$ cat config.mk
export PLATFORM = sky130hd
export DESIGN_NAME = cs_capture_counter
export DESIGN_NICKNAME = d
export VERILOG_FILES = /design/src/rtl/cs_pkg.sv /design/src/rtl/cs_osc_edge.sv /design/src/rtl/cs_upcnt.sv /design/src/rtl/cs_capture_irq.sv /design/src/rtl/cs_capture_counter.sv
export SDC_FILE = /design/constraint.sdc
export NUM_CORES = 1
export LEC_CHECK = 0
export BUFFER_PORTS_ARGS = -buffer_cell sky130_fd_sc_hd__buf_2
export CORE_UTILIZATION = 35
export CTS_BUF_LIST = sky130_fd_sc_hd__clkbuf_8
export DETAILED_ROUTE_END_ITERATION = 12
export GPL_TIMING_DRIVEN = 0
export SLEW_MARGIN = 20
export SYNTH_ARGS = -nofsm -noshare
export SYNTH_HDL_FRONTEND = slang
export SYNTH_HIERARCHICAL = 1
export SYNTH_SLANG_ARGS = --single-unit
export TNS_END_PERCENT = 50
$ cat constraint.sdc
create_clock -name clk -period 2.9 [get_ports clk]
set_clock_uncertainty 0.15 [all_clocks]
set_input_delay 0.145 -clock clk [delete_from_list [all_inputs] [get_ports clk]]
set_output_delay 0.145 -clock clk [all_outputs]
set_load 0.005 [all_outputs]
$ cat src/rtl/cs_pkg.sv
package cs_pkg;

    localparam int CS_LO_W  = 8;
    localparam int CS_HI_W  = 8;
    localparam int CS_OSC_W = 6;

    typedef enum logic [1:0] {
        CS_CHARGE  = 2'b00,
        CS_RELAX_A = 2'b01,
        CS_RELAX_B = 2'b10
    } cs_mode_e;

    typedef struct packed {
        logic inc_lo;
        logic inc_hi;
        logic inc_osc;
        logic trip;
        logic wrap;
        logic narrow;
    } cs_route_t;

    function automatic cs_route_t cs_route(
        input cs_mode_e m,
        input logic     run,
        input logic     ref_tick,
        input logic     comp_in,
        input logic     comp_prev,
        input logic     osc_pulse,
        input logic     lo_tc,
        input logic     hi_tc,
        input logic     osc_tc
    );
        cs_route_t r;
        r = '0;
        case (m)
            CS_RELAX_A: begin
                r.inc_lo = run & ref_tick;
                r.inc_hi = run & osc_pulse;
                r.trip   = run & ref_tick & lo_tc;
                r.narrow = 1'b1;
            end
            CS_RELAX_B: begin
                r.inc_lo  = run & ref_tick;
                r.inc_hi  = run & ref_tick & lo_tc;
                r.inc_osc = run & osc_pulse;
                r.trip    = run & osc_pulse & osc_tc;
                r.wrap    = run & ref_tick & lo_tc & hi_tc;
            end
            default: begin
                r.inc_lo = run & ref_tick & comp_in;
                r.inc_hi = run & ref_tick & comp_in & lo_tc;
                r.trip   = run & comp_prev & ~comp_in;
                r.wrap   = run & ref_tick & comp_in & lo_tc & hi_tc;
            end
        endcase
        return r;
    endfunction

endpackage

$ cat src/rtl/cs_osc_edge.sv
module cs_osc_edge #(
    parameter int STAGES = 2
) (
    input  logic clk,
    input  logic rst,
    input  logic osc_in,
    output logic osc_pulse
);
    logic [STAGES-1:0] sync_q;
    logic              prev_q;

    always_ff @(posedge clk) begin
        if (rst) begin
            sync_q <= '0;
            prev_q <= 1'b0;
        end else begin
            sync_q <= {sync_q[STAGES-2:0], osc_in};
            prev_q <= sync_q[STAGES-1];
        end
    end

    assign osc_pulse = sync_q[STAGES-1] & ~prev_q;
endmodule

$ cat src/rtl/cs_upcnt.sv
module cs_upcnt #(
    parameter int W = 8
) (
    input  logic         clk,
    input  logic         clear,
    input  logic         inc,
    output logic [W-1:0] value,
    output logic         at_tc
);
    always_ff @(posedge clk) begin
        if (clear)
            value <= '0;
        else if (inc)
            value <= value + 1'b1;
    end

    assign at_tc = &value;
endmodule

$ cat src/rtl/cs_capture_irq.sv
module cs_capture_irq #(
    parameter int CAP_W = 16
) (
    input  logic             clk,
    input  logic             rst,
    input  logic             capture,
    input  logic [CAP_W-1:0] cap_data,
    input  logic             wrap,
    input  logic             irq_sel,
    input  logic             irq_clr,
    output logic [CAP_W-1:0] cap_value,
    output logic             irq
);
    logic set_evt;
    assign set_evt = irq_sel ? wrap : capture;

    always_ff @(posedge clk) begin
        if (rst) begin
            cap_value <= '0;
            irq       <= 1'b0;
        end else begin
            if (capture)
                cap_value <= cap_data;
            if (set_evt)
                irq <= 1'b1;
            else if (irq_clr)
                irq <= 1'b0;
        end
    end
endmodule

$ cat src/rtl/cs_capture_counter.sv
module cs_capture_counter
    import cs_pkg::*;
#(
    parameter int LO_W     = CS_LO_W,
    parameter int HI_W     = CS_HI_W,
    parameter int OSC_W    = CS_OSC_W,
    parameter int SYNC_LEN = 2,
    localparam int CAP_W   = LO_W + HI_W
) (
    input  logic             clk,
    input  logic             rst,
    input  logic             en,
    input  logic [1:0]       mode_sel,
    input  logic             one_shot,
    input  logic             irq_sel,
    input  logic             comp_in,
    input  logic             ref_tick,
    input  logic             osc_in,
    input  logic             irq_clr,
    output logic [CAP_W-1:0] cap_value,
    output logic             irq
);
    cs_mode_e         mode_q;
    logic             frozen;
    logic             comp_prev;
    logic             run;
    logic             osc_pulse;
    logic [LO_W-1:0]  lo_v;
    logic [HI_W-1:0]  hi_v;
    logic [OSC_W-1:0] cnt_osc;
    logic             lo_tc, hi_tc, osc_tc;
    logic [CAP_W-1:0] cnt_wide;
    logic [CAP_W-1:0] cap_data;
    cs_route_t        rt;

    // Mode latch, freeze flag and comparator history
    always_ff @(posedge clk) begin
        if (rst) begin
            mode_q    <= CS_CHARGE;
            frozen    <= 1'b0;
            comp_prev <= 1'b0;
        end else begin
            if (!en)
                mode_q <= cs_mode_e'(mode_sel);
            if (!en)
                frozen <= 1'b0;
            else if (one_shot && rt.trip)
                frozen <= 1'b1;
            comp_prev <= en & comp_in;
        end
    end

    assign run = en & ~frozen;
    assign rt  = cs_route(mode_q, run, ref_tick, comp_in, comp_prev,
                          osc_pulse, lo_tc, hi_tc, osc_tc);

    cs_osc_edge #(.STAGES(SYNC_LEN)) u_edge (
        .clk(clk), .rst(rst), .osc_in(osc_in), .osc_pulse(osc_pulse)
    );

    cs_upcnt #(.W(LO_W)) u_lo (
        .clk(clk), .clear(rst | ~en), .inc(rt.inc_lo), .value(lo_v), .at_tc(lo_tc)
    );

    cs_upcnt #(.W(HI_W)) u_hi (
        .clk(clk), .clear(rst | ~en), .inc(rt.inc_hi), .value(hi_v), .at_tc(hi_tc)
    );

    cs_upcnt #(.W(OSC_W)) u_osc (
        .clk(clk), .clear(rst | ~en), .inc(rt.inc_osc), .value(cnt_osc), .at_tc(osc_tc)
    );

    assign cnt_wide = {hi_v, lo_v};
    assign cap_data = rt.narrow ? {{LO_W{1'b0}}, hi_v} : cnt_wide;

    cs_capture_irq #(.CAP_W(CAP_W)) u_cap (
        .clk(clk), .rst(rst), .capture(rt.trip), .cap_data(cap_data),
        .wrap(rt.wrap), .irq_sel(irq_sel), .irq_clr(irq_clr),
        .cap_value(cap_value), .irq(irq)
    );
endmodule

### After elaboration in Yosys (flattened, before gate mapping)

Index checks and enable logic that the tools add are counted.

* add/sub/neg operators: 3
* multipliers: 0
* divide/modulo/power cells: 0
* order comparisons: 0
* equal/unequal tests: 2
* shift operators: 0
* mux-type cells: 9
* bitwise logic cells: 18
* reductions and logical operators: 6

Operators with widths (number)
* adder 8 x 1 -> 8 bit (second input constant): 2
* two-way mux 16 bit: 1
* AND reduction 8 bit: 2
* AND 1 bit: 13
* adder 6 x 1 -> 6 bit (second input constant): 1
* AND reduction 6 bit: 1
* two-way mux 1 bit: 5
* NOT 1 bit: 4
* one-hot mux 1 bit (2 select lines): 2
* one-hot mux 2 bit (2 select lines): 1
* == test 2 x 1 -> 1 bit (second input constant): 1
* == test 2 bit (second input constant): 1
* nonzero test 2 bit: 1
* OR reduction 2 bit: 1
* logical AND 1 bit: 1
* bitwise OR 1 bit: 1

* register bits: 46
* latch bits: 0
* bits in writable memories: 0
* memory bits (read-only): 0
* input port bits: 11
* output and inout port bits: 17
* word-level logic and storage cells: 48
* memories kept: 0

### Logic depth before layout (Yosys ltp)

Gate-level depths: netlist of run 1.

* depth after elaboration: 9
* mapped depth: 10
* mapped depth without buffers: 9

### Hierarchy

The synthesis of run 1 kept the hierarchy.

Modules (own cells, without submodules)
* cs_upcnt (u_hi ...): instances 2, cells each 39, area each 345.3 µm², sequential area each 160.2 µm²
* cs_capture_irq: instances 1, cells each 56, area each 623.1 µm², sequential area each 340.3 µm²
* cs_capture_counter: instances 1, cells each 54, area each 449.2 µm², sequential area each 80.1 µm²
* cs_upcnt (u_osc): instances 1, cells each 27, area each 251.5 µm², sequential area each 120.1 µm²
* cs_osc_edge: instances 1, cells each 7, area each 87.6 µm², sequential area each 60.1 µm²

### Worst setup path before layout of run 1

No wires, ideal clock.

* path kind: register to register
* from: reg u_lo.value[0]
* to: reg u_hi.value[5]
* setup time: 70 ps
* data arrival time: 1927 ps
* data required time: 2680 ps
* path slack: 753 ps
* cell stages (with the launch flop): 11
* buffers on the path: 1
* period minus slack after synthesis: 2147 ps
* path through: dfxtp_1 > ha_1 > nand3_1 > nor2_1 > and4b_1 > a32oi_1 > o22ai_1 > buf_2 > nand4_2 > or3_1 > a21oi_1

RTL lines
* start, declared: RTL line cs_upcnt.sv:7 `output logic [W-1:0] value,`
* start signal, assigned: RTL line cs_upcnt.sv:14 `value <= value + 1'b1;`
* end signal, assigned: RTL line cs_upcnt.sv:14
* end, declared: RTL line cs_upcnt.sv:7

==> results of run 1 <==
==> worst min-delay path, delay by kind of cell <==
family / cells / cell delay, ns
compound gates: 2 / 0.19
buf+inv: 1 / 0.07
==> cell type report <==
type                    count  area [um2]
inverters                   5        18.8
repair buffers             36         225
clock buffers               8         110
fillers                   559        3110
multi-input cells         161        1090
plain buffers              10        68.8
well taps                  72        90.1
flip-flops and latches     46         921
==> through the flow <==
stage	cell area (um2)	worst slack, ns
2_1_floorplan	2100	0.753
3_3_place_gp	2330	0.489
3_5_place_dp	2330	0.471
4_1_cts	2530	0.448
5_1_grt	2530	0.264
6_report	2530	0.453
==> final timing paths <==
kind,to,cells after the start,start,slack (ns)
worst min register to register,u_edge/sync_q[1],1,u_edge/sync_q[0],0.30
worst max-delay path,u_hi/value[5],10,u_lo/value[0],0.45
worst max register to register,u_hi/value[5],10,u_lo/value[0],0.45
worst min-delay path,frozen,3,one_shot,0.01
==> layer usage <==
layer / part of all wire (%) / GRT usage [%] / up-vias
met2: 44 / 23.1 / 33
li1: - / - / 847
met3: 3.6 / 3.66 / 4
met1: 52 / 19.1 / 740
met5: 0 / 0 / -
met4: 0.83 / 4.36 / 0
==> cell families after synthesis <==
| group | Yosys count | synth area share [%] |
|---|---|---|
| xor gates and xnor gates | 12 | 5.00 |
| adders and majority gates | 5 | 2.98 |
| DFF | 46 | 43.8 |
| muxes | 30 | 14.8 |
| and+or+nand+nor | 92 | 23.6 |
| AOI/OAI and AO/OA | 22 | 5.71 |
| buffers and inverters | 15 | 4.17 |
==> cells in the final DEF, fill, tap and decap left out, types with 2 or more instances in the layout <==
cell type      count
a21oi_1            8
xnor2_1            3
dfxtp_1           46
xor2_1             9
nor2b_1           11
nor2_1            38
buf_2             33
nor2b_2            2
dlygate4sd3_1      9
or3_1              7
o21ai_0            9
mux2_2             8
nand3_1            8
ha_1               5
inv_1              5
nand4_1            5
nand2_1            9
mux2i_1           22
nand4_2            3
and3_2             2
clkbuf_8           8
buf_1              2
==> what timing repair did <==
item | 4_1_cts | 5_1_grt
hold endpoints to repair | 7 | 0
gates resized for setup | 0 | 0
hold buffers | 9 | 0
==> sequential cells by signal, summed over array words and instances, names as in the netlist <==
name / cells
u_cap/cap_value: 16
u_edge/prev_q: 1
u_cap/irq: 1
u_lo/value: 8
u_edge/sync_q: 2
frozen: 1
mode_q: 2
comp_prev: 1
u_hi/value: 8
u_osc/value: 6
==> power groups by stage <==
| stage | Clock [mW] | Sequential (mW) | Combinational, mW |
|---|---|---|---|
| detailed placement | 0 | 0.653 | 0.0590 |
| CTS | 0.471 | 0.638 | 0.0685 |
| floorplan | 0 | 0.652 | 0.0392 |
| global route | 0.494 | 0.639 | 0.0752 |
| global placement | 0 | 0.653 | 0.0585 |
| finish | 0.454 | 0.638 | 0.0681 |
==> results.py, run 1 <==
metrics = {
    "outcome": {
        "status": "completed",
    },
    "synthesis": {
        "syn_avg_cell_area_um2": 9.47,
        "synth_top_area_share_pct": 43.8,
        "synthesis.area_um2": 2100,
        "ys_dominant_reg_cell": "dfxtp_1",
        "yosys_warnings": 6,
        "syn-num-nets": 238,
        "synth_edf_count": 0,
        "ys_seq_area_share_pct": 43.8,
        "async_flop_share_pct": 0,
        "netlist_instances": 222,
        "synthTopCellsByArea": "dfxtp_1 44%, mux2i_1 10%, nor2_1 6.8%, mux2_2 4.3%, xor2_1 3.8%",
        "synth-seq-cells": 46,
        "yosys.area.top_type": "dfxtp_1",
        "ys_top_cells_by_count": "46 x dfxtp_1, 38 x nor2_1, 22 x mux2i_1",
        "yosysMostFrequentCell": "dfxtp_1",
        "synth.distinct_cells": 34,
    },
    "global_route": {
        "overflow": 0,
        "antenna_found_initial": 0,
        "grt.total_usage_pct": 14.5,
        "grt_pass1_wl_um": 7110,
        "grt_max_degree": 14,
        "grt_pass1_vias": 1506,
    },
    "timing": {
        "drv_slew": 0,
        "tightest_slew_ns": 0.389,
        "period_share_pct": 84.4,
        "period_needed_ns": 2.45,
        "hold_viol_final": 0,
        "setup_viol": 0,
        "fmax_mhz": 409,
        "relSlewSlack_pct": 74.1,
        "whs_ns": 0.00990,
        "tns_ns": 0,
        "rsz0062_at_grt": "false",
    },
    "critical_path": {
        "critPathArrivalTime_ns": 2.52,
        "slowest_stage": "dfxtp_1",
        "critical_path_class": "reg -> reg",
        "slowest_delay_ns": 0.41,
        "cpLargestDelayFamily": "simple AND/OR/NAND/NOR gates",
        "cp-end-kind": "flip-flop",
        "worstSetupStartpointType": "flip-flop",
        "crit_required_ns": 2.98,
        "critPathMaxFanout": 6,
        "worst-path-buf-inv": 1,
        "crit_chain": "ha_1 > nand3_1 > nor2_1 > and4b_1 > a32oi_1 > o22ai_1 > buf_2 > nand4_2 > or3_1 > a21oi_1",
    },
    "cts": {
        "numCtsBuffers": 5,
        "ctsHtreeMaxLevel": 2,
        "cts_max_path_buffers": 2,
        "cts_tree": "done",
        "clk_latency_ns": 0.29,
        "clkTransAtPathRegs_ns": 0.09,
        "post-cts-setup-buffers": 0,
        "cts_root_buf": "clkbuf_8",
        "clock-sinks": 46,
    },
    "final_layout": {
        "diodes": 0,
        "drive_gt1_share_pct": 22.9,
        "area_growth_pct": 20.2,
        "nNetsFinal": 281,
        "utilization_pct": 44.8,
        "final-instance-count-excl-fill": 338,
    },
    "routing": {
        "drt-pass1-iter-count": 4,
        "drtAntennaViolNets": 0,
        "totalWireLength_um": 4220,
        "vias": 1624,
        "drt_iter0_drc": 70,
        "via_per_inst": 4.80,
        "wl_per_cell_um": 12.5,
        "drcViolationCount": 0,
    },
    "die": {
        "core_area_um2": 5640,
        "die_h_um": 79.5,
        "initial_core_util_pct": 37.3,
        "io_pins": 28,
        "fp-row-count": 27,
        "die_w_um": 79.5,
        "die-area_um2": 6320,
    },
    "power_and_ir_drop": {
        "swShare_pct": 21.7,
        "clkPwrFrac_pct": 39.2,
        "p_sw_uw": 252,
        "power_mw": 1.16,
        "p_leak_nw": 1.00,
        "ir_drop_uv": 248,
        "power_frac_comb_pct": 5.9,
        "p_seq_share_pct": 55.0,
        "powerDensity_nw_per_um2": 459,
        "p_int_uw": 909,
    },
    "placement": {
        "place_hpwl_um": 2970,
        "portBuffers": 27,
        "place_congestion": 0.725,
        "dp_cells": 321,
    },
    "worst_hold_path": {
        "hold_class": "in -> reg",
    },
    "job": {
        "drv_cap": 0,
    },
}
Note: power is estimated with default switching activity, not from simulation.
==> run 2: changes to the inputs <==
==> constraint.sdc (replaced) <==
create_clock -name clk -period 2.4 [get_ports clk]
set_clock_uncertainty 0.15 [all_clocks]
set_input_delay 0.12 -clock clk [delete_from_list [all_inputs] [get_ports clk]]
set_output_delay 0.12 -clock clk [all_outputs]
set_load 0.005 [all_outputs]
==> run 2 against run 1 <==
Largest power group unchanged. Via count up 1.7%. Routed wire length is 1.8% higher. Sequential power grew 21%. Core utilization up 1.3 points.
==> results.py, run 2 (synthesis results as in run 1) <==
metrics = {
    "critical_path": {
        "critPathMaxFanout": 5,
        "crit_chain": "ha_2 > nand3_1 > nor2_2 > and4b_1 > a32oi_1 > o22ai_1 > buf_4 > nand4_4 > or3_1 > a21oi_1",
        "critPathArrivalTime_ns": 2.36,
        "worstSetupStartpointType": "flip-flop",
        "cpLargestDelayFamily": "simple AND/OR/NAND/NOR gates",
        "slowest_stage": "dfxtp_2",
        "cp-end-kind": "flip-flop",
        "slowest_delay_ns": 0.37,
        "worst-path-buf-inv": 1,
        "critical_path_class": "reg -> reg",
        "crit_required_ns": 2.47,
    },
    "global_route": {
        "grt.total_usage_pct": 14.7,
        "overflow": 0,
        "grt_pass1_wl_um": 7200,
        "grt_pass1_vias": 1526,
        "grt_max_degree": 14,
        "antenna_found_initial": 0,
    },
    "cts": {
        "cts_tree": "done",
        "cts_max_path_buffers": 2,
        "ctsHtreeMaxLevel": 2,
        "cts_root_buf": "clkbuf_8",
        "clk_latency_ns": 0.29,
        "clkTransAtPathRegs_ns": 0.09,
        "clock-sinks": 46,
        "numCtsBuffers": 5,
    },
    "routing": {
        "drcViolationCount": 0,
        "drt_iter0_drc": 73,
        "drtAntennaViolNets": 0,
        "vias": 1651,
        "via_per_inst": 4.80,
        "drt-pass1-iter-count": 4,
        "wl_per_cell_um": 12.5,
        "totalWireLength_um": 4300,
    },
    "die": {
        "initial_core_util_pct": 37.3,
        "die-area_um2": 6320,
        "fp-row-count": 27,
        "die_h_um": 79.5,
        "io_pins": 28,
        "core_area_um2": 5640,
        "die_w_um": 79.5,
    },
    "job": {
        "drv_cap": 0,
    },
    "timing": {
        "worst_slack_ns": 0.113,
        "hold_viol_final": 0,
        "whs_ns": 0.141,
        "period_needed_ns": 2.29,
        "setup_viol": 0,
        "tightest_slew_ns": 0.390,
        "drv_slew": 0,
        "relSlewSlack_pct": 74.0,
        "rsz0062_at_grt": "false",
        "period_share_pct": 95.3,
        "fmax_mhz": 437,
    },
    "worst_hold_path": {
        "hold_class": "in -> reg",
    },
    "placement": {
        "portBuffers": 27,
        "place_congestion": 0.725,
        "dp_cells": 321,
        "place_hpwl_um": 2970,
        "pre_cts_slack_ns": -0.0291,
        "placed_area_um2": 2330,
    },
    "final_layout": {
        "diodes": 0,
        "drive_gt1_share_pct": 25.0,
        "reg.largest.list": "u_cap/cap_value x16, u_hi/value x8, u_lo/value x8",
        "area_growth_pct": 23.8,
        "final-instance-count-excl-fill": 344,
        "mostFrequentLayoutCells": "43 x dfxtp_1, 37 x nor2_1, 32 x buf_2, 22 x mux2i_1, 13 x dlygate4sd3_1",
        "top_register": "u_cap/cap_value",
        "fillCellCount": 553,
        "stdcell_area_um2": 2600,
        "nNetsFinal": 287,
        "largest_reg_flops": 16,
        "multiInputGateArea_um2": 1110,
        "seqCellArea_um2": 925,
        "layout_commonest_cell": "dfxtp_1",
    },
    "power_and_ir_drop": {
        "ir_drop_uv": 300,
        "powerDensity_nw_per_um2": 541,
        "p_leak_nw": 1.04,
        "power_mw": 1.41,
    },
    "outcome": {
        "status": "completed",
    },
}
## run 2: path summary, 6_finish.rpt
| path | from | end | slack (ns) | depth (start not counted) |
|---|---|---|---|---|
| worst max-delay path | u_lo/value[0] | u_hi/value[5] | 0.11 | 10 |
| worst min-delay path | en | frozen | 0.14 | 4 |
| worst max register to register | u_lo/value[0] | u_hi/value[5] | 0.11 | 10 |
| worst min register to register | u_edge/sync_q[0] | u_edge/sync_q[1] | 0.30 | 1 |
## run 2: area by class of cell
type	instances	area share [%]
tap	72	3.46
sequential	46	35.5
buffer	10	2.74
multi-input combinational	161	42.5
inverter	5	0.721
timing repair buffer	42	10.8
clock buffer	8	4.23
## run 2: routing by layer
layer	vias to the layer above	GRT usage [%]	routed length, um
li1	859	-	-
met1	755	19.2	2230
met2	33	23.7	1890
met3	4	3.66	140
met4	0	4.36	35
met5	-	0	0
## run 2: tightest hold or removal path: cells and delay by family
family / cells / cell delay, ns
buffers and inverters: 1 / 0.13
AND/OR/NAND/NOR: 1 / 0.16
AO/OA/AOI/OAI: 2 / 0.13
## run 2: timing repair
item | CTS | global route
pin swaps | 0 | 1
setup endpoints to repair | 2 | 3
hold endpoints to repair | 8 | 0
hold buffers | 13 | 0
gates resized for setup | 2 | 5
buffers inserted | 0 | 2
## run 2: power by group
| part | internal [mW] | leakage (nW) | switching, mW |
|---|---|---|---|
| Clock | 0.291 | 0.0575 | 0.258 |
| Sequential | 0.768 | 0.373 | 0.00313 |
| Combinational | 0.0446 | 0.605 | 0.0443 |
| Total | 1.10 | 1.04 | 0.305 |
## run 2: per-stage QoR
step,util (%),TNS (ns)
floorplan,-,0
global placement,41.3,-0.0229
detailed placement,41.3,-0.0375
CTS,45.6,0
global route,46.1,0
finish,46.1,0
==> run 3: changes to the inputs <==
--- a/config.mk
+++ b/config.mk
@@ -6,10 +6,12 @@
 export NUM_CORES = 1
 export LEC_CHECK = 0
 export BUFFER_PORTS_ARGS = -buffer_cell sky130_fd_sc_hd__buf_2
-export CORE_UTILIZATION = 35
+export CORE_UTILIZATION = 59
 export CTS_BUF_LIST = sky130_fd_sc_hd__clkbuf_8
 export DETAILED_ROUTE_END_ITERATION = 12
 export GPL_TIMING_DRIVEN = 0
+export PLACE_DENSITY = 0.81
+export SKIP_LAST_GASP = 1
 export SLEW_MARGIN = 20
 export SYNTH_ARGS = -nofsm -noshare
 export SYNTH_HDL_FRONTEND = slang
==> run 3 against run 2 <==
Sequential power about the same. Combinational power decreased by 5.5%. First-iteration DRC count decreased by 29%. Register-to-register slack improved by 0.02 ns. Clock-buffer cell count decreased by 3. Critical path type unchanged.
==> results.py, run 3 (synthesis results as in run 1) <==
metrics = {
    "routing": {
        "wl_per_cell_um": 13.6,
        "drt_iter0_drc": 52,
        "vias": 1706,
        "drcViolationCount": 0,
        "drtAntennaViolNets": 0,
        "via_per_inst": 5.42,
        "drt-pass1-iter-count": 4,
        "totalWireLength_um": 4300,
    },
    "final_layout": {
        "reg.largest.list": "u_cap/cap_value x16, u_hi/value x8, u_lo/value x8",
        "utilization_pct": 74.6,
        "largest_reg_flops": 16,
        "diodes": 0,
        "area_growth_pct": 19.4,
        "fillCellCount": 271,
        "final-instance-count-excl-fill": 315,
        "mostFrequentLayoutCells": "42 x dfxtp_1, 37 x nor2_1, 32 x buf_2, 22 x mux2i_1, 11 x nor2b_1",
        "nNetsFinal": 285,
        "drive_gt1_share_pct": 25.7,
        "top_register": "u_cap/cap_value",
        "layout_commonest_cell": "dfxtp_1",
    },
    "critical_path": {
        "rr_startpoint": "u_lo/value[0]",
        "slowest_delay_ns": 0.37,
        "r2r_end": "u_hi/value[5]",
        "worst-path-buf-inv": 1,
        "cp-end-kind": "flip-flop",
        "rr_worst_depth": 10,
        "critPathArrivalTime_ns": 2.34,
        "crit_required_ns": 2.47,
        "rrSetupSlack_ns": 0.13,
        "critical_path_class": "reg -> reg",
        "crit_chain": "ha_2 > nand3_1 > nor2_2 > and4b_1 > a32oi_1 > o22ai_1 > buf_4 > nand4_2 > or3_1 > a21oi_1",
        "cpLargestDelayFamily": "simple AND/OR/NAND/NOR gates",
        "worstSetupStartpointType": "flip-flop",
        "slowest_stage": "dfxtp_4",
        "critPathMaxFanout": 5,
    },
    "worst_hold_path": {
        "hold_class": "in -> reg",
        "whs_path_depth": 3,
        "min_to": "u_cap/irq",
        "worstHoldStart": "irq_sel",
    },
    "power_and_ir_drop": {
        "p_leak_nw": 1.01,
        "p_int_mw": 1.00,
        "ir_drop_uv": 429,
        "swShare_pct": 22.4,
        "powerDensity_nw_per_um2": 514,
        "p_seq_share_pct": 59.7,
        "clkPwrFrac_pct": 33.8,
        "p_sw_uw": 289,
        "power_frac_comb_pct": 6.5,
    },
    "global_route": {
        "antenna_found_initial": 0,
        "grt_pass1_wl_um": 6820,
        "overflow": 0,
        "grt_max_degree": 14,
        "grt.total_usage_pct": 24.8,
        "grt_pass1_vias": 1546,
    },
    "placement": {
        "pre_cts_slack_ns": 0.0344,
        "place_congestion": 0.839,
        "place_hpwl_um": 2960,
        "dp_cells": 295,
        "portBuffers": 27,
    },
    "die": {
        "initial_core_util_pct": 62.5,
        "io_pins": 28,
        "die-area_um2": 3810,
        "fp-row-count": 21,
        "die_w_um": 61.7,
        "core_area_um2": 3360,
        "die_h_um": 61.7,
    },
    "timing": {
        "drv_slew": 0,
        "hold_viol_final": 0,
        "setup_viol": 0,
        "tns_ns": 0,
        "period_share_pct": 94.5,
        "tightest_slew_ns": 0.363,
        "relSlewSlack_pct": 75.8,
        "fmax_mhz": 441,
        "period_needed_ns": 2.27,
        "worst_slack_ns": 0.131,
    },
    "cts": {
        "cts_root_buf": "clkbuf_8",
        "clk_latency_ns": 0.29,
        "ctsHtreeMaxLevel": 2,
        "cts_tree": "done",
        "cts_max_path_buffers": 2,
        "numCtsBuffers": 5,
        "clock-sinks": 46,
        "clkTransAtPathRegs_ns": 0.08,
    },
    "job": {
        "drv_cap": 0,
    },
    "outcome": {
        "status": "completed",
    },
}
==> run 3: cell type report <==
cell class | instances | area (um2) | area share, %
plain buffers | 10 | 71.3 | 2.84
clock buffers | 5 | 68.8 | 2.74
flip-flops and latches | 46 | 928 | 37.0
inverters | 5 | 18.8 | 0.748
clock inverters | 2 | 11.3 | 0.449
well taps | 46 | 57.6 | 2.29
repair buffers | 40 | 255 | 10.2
multi-input cells | 161 | 1100 | 43.8
==> run 3: timing repair <==
action                     4_1_cts  5_1_grt
setup endpoints to repair        0        5
buffers inserted                 0        4
hold buffers                     9        0
gates resized for setup          0        8
hold endpoints to repair         7        0
==> run 3: how the worst max path moves through the flow <==
stage	cells past startpoint	start	to
2_1_floorplan	10	u_lo/value[0]	u_hi/value[5]
3_3_place_gp	10	u_lo/value[0]	u_hi/value[7]
3_5_place_dp	10	u_lo/value[0]	u_hi/value[5]
4_1_cts	10	u_lo/value[0]	u_hi/value[5]
5_1_grt	10	u_lo/value[1]	u_hi/value[5]
6_report	10	u_lo/value[0]	u_hi/value[5]
==> run 3: worst reg2reg max path, stage by stage, from the launching register on <==
cell and delay, ns:
dfxtp_4 0.37, ha_2 0.20, nand3_1 0.09, nor2_2 0.16, and4b_1 0.23, a32oi_1 0.06, o22ai_1 0.16, buf_4 0.16
nand4_2 0.12, or3_1 0.34, a21oi_1 0.16
==> run 3: power groups by stage <==
stage	logic, mW	registers (mW)	clock network [mW]
floorplan	0.0474	0.788	0
finish	0.0840	0.770	0.436
CTS	0.0822	0.771	0.445
global placement	0.0698	0.789	0
detailed placement	0.0705	0.789	0
global route	0.0906	0.771	0.477
==> run 3: layer usage <==
metal / track usage [%] / up-vias / share of wire, %
li1: - / 851 / -
met1: 30.3 / 805 / 47
met2: 43.0 / 45 / 48
met3: 5.18 / 5 / 3.5
met4: 9.52 / 0 / 1.4
met5: 0 / - / 0
==> run 3: stage by stage <==
stage               area, um2  power, mW  hold WS [ns]
floorplan                2100      0.836        0.0416
global placement         2290      0.859         0.180
global route             2510       1.34        0.0235
detailed placement       2290      0.860         0.193
CTS                      2460       1.30        0.0209
finish                   2510       1.29        0.0207
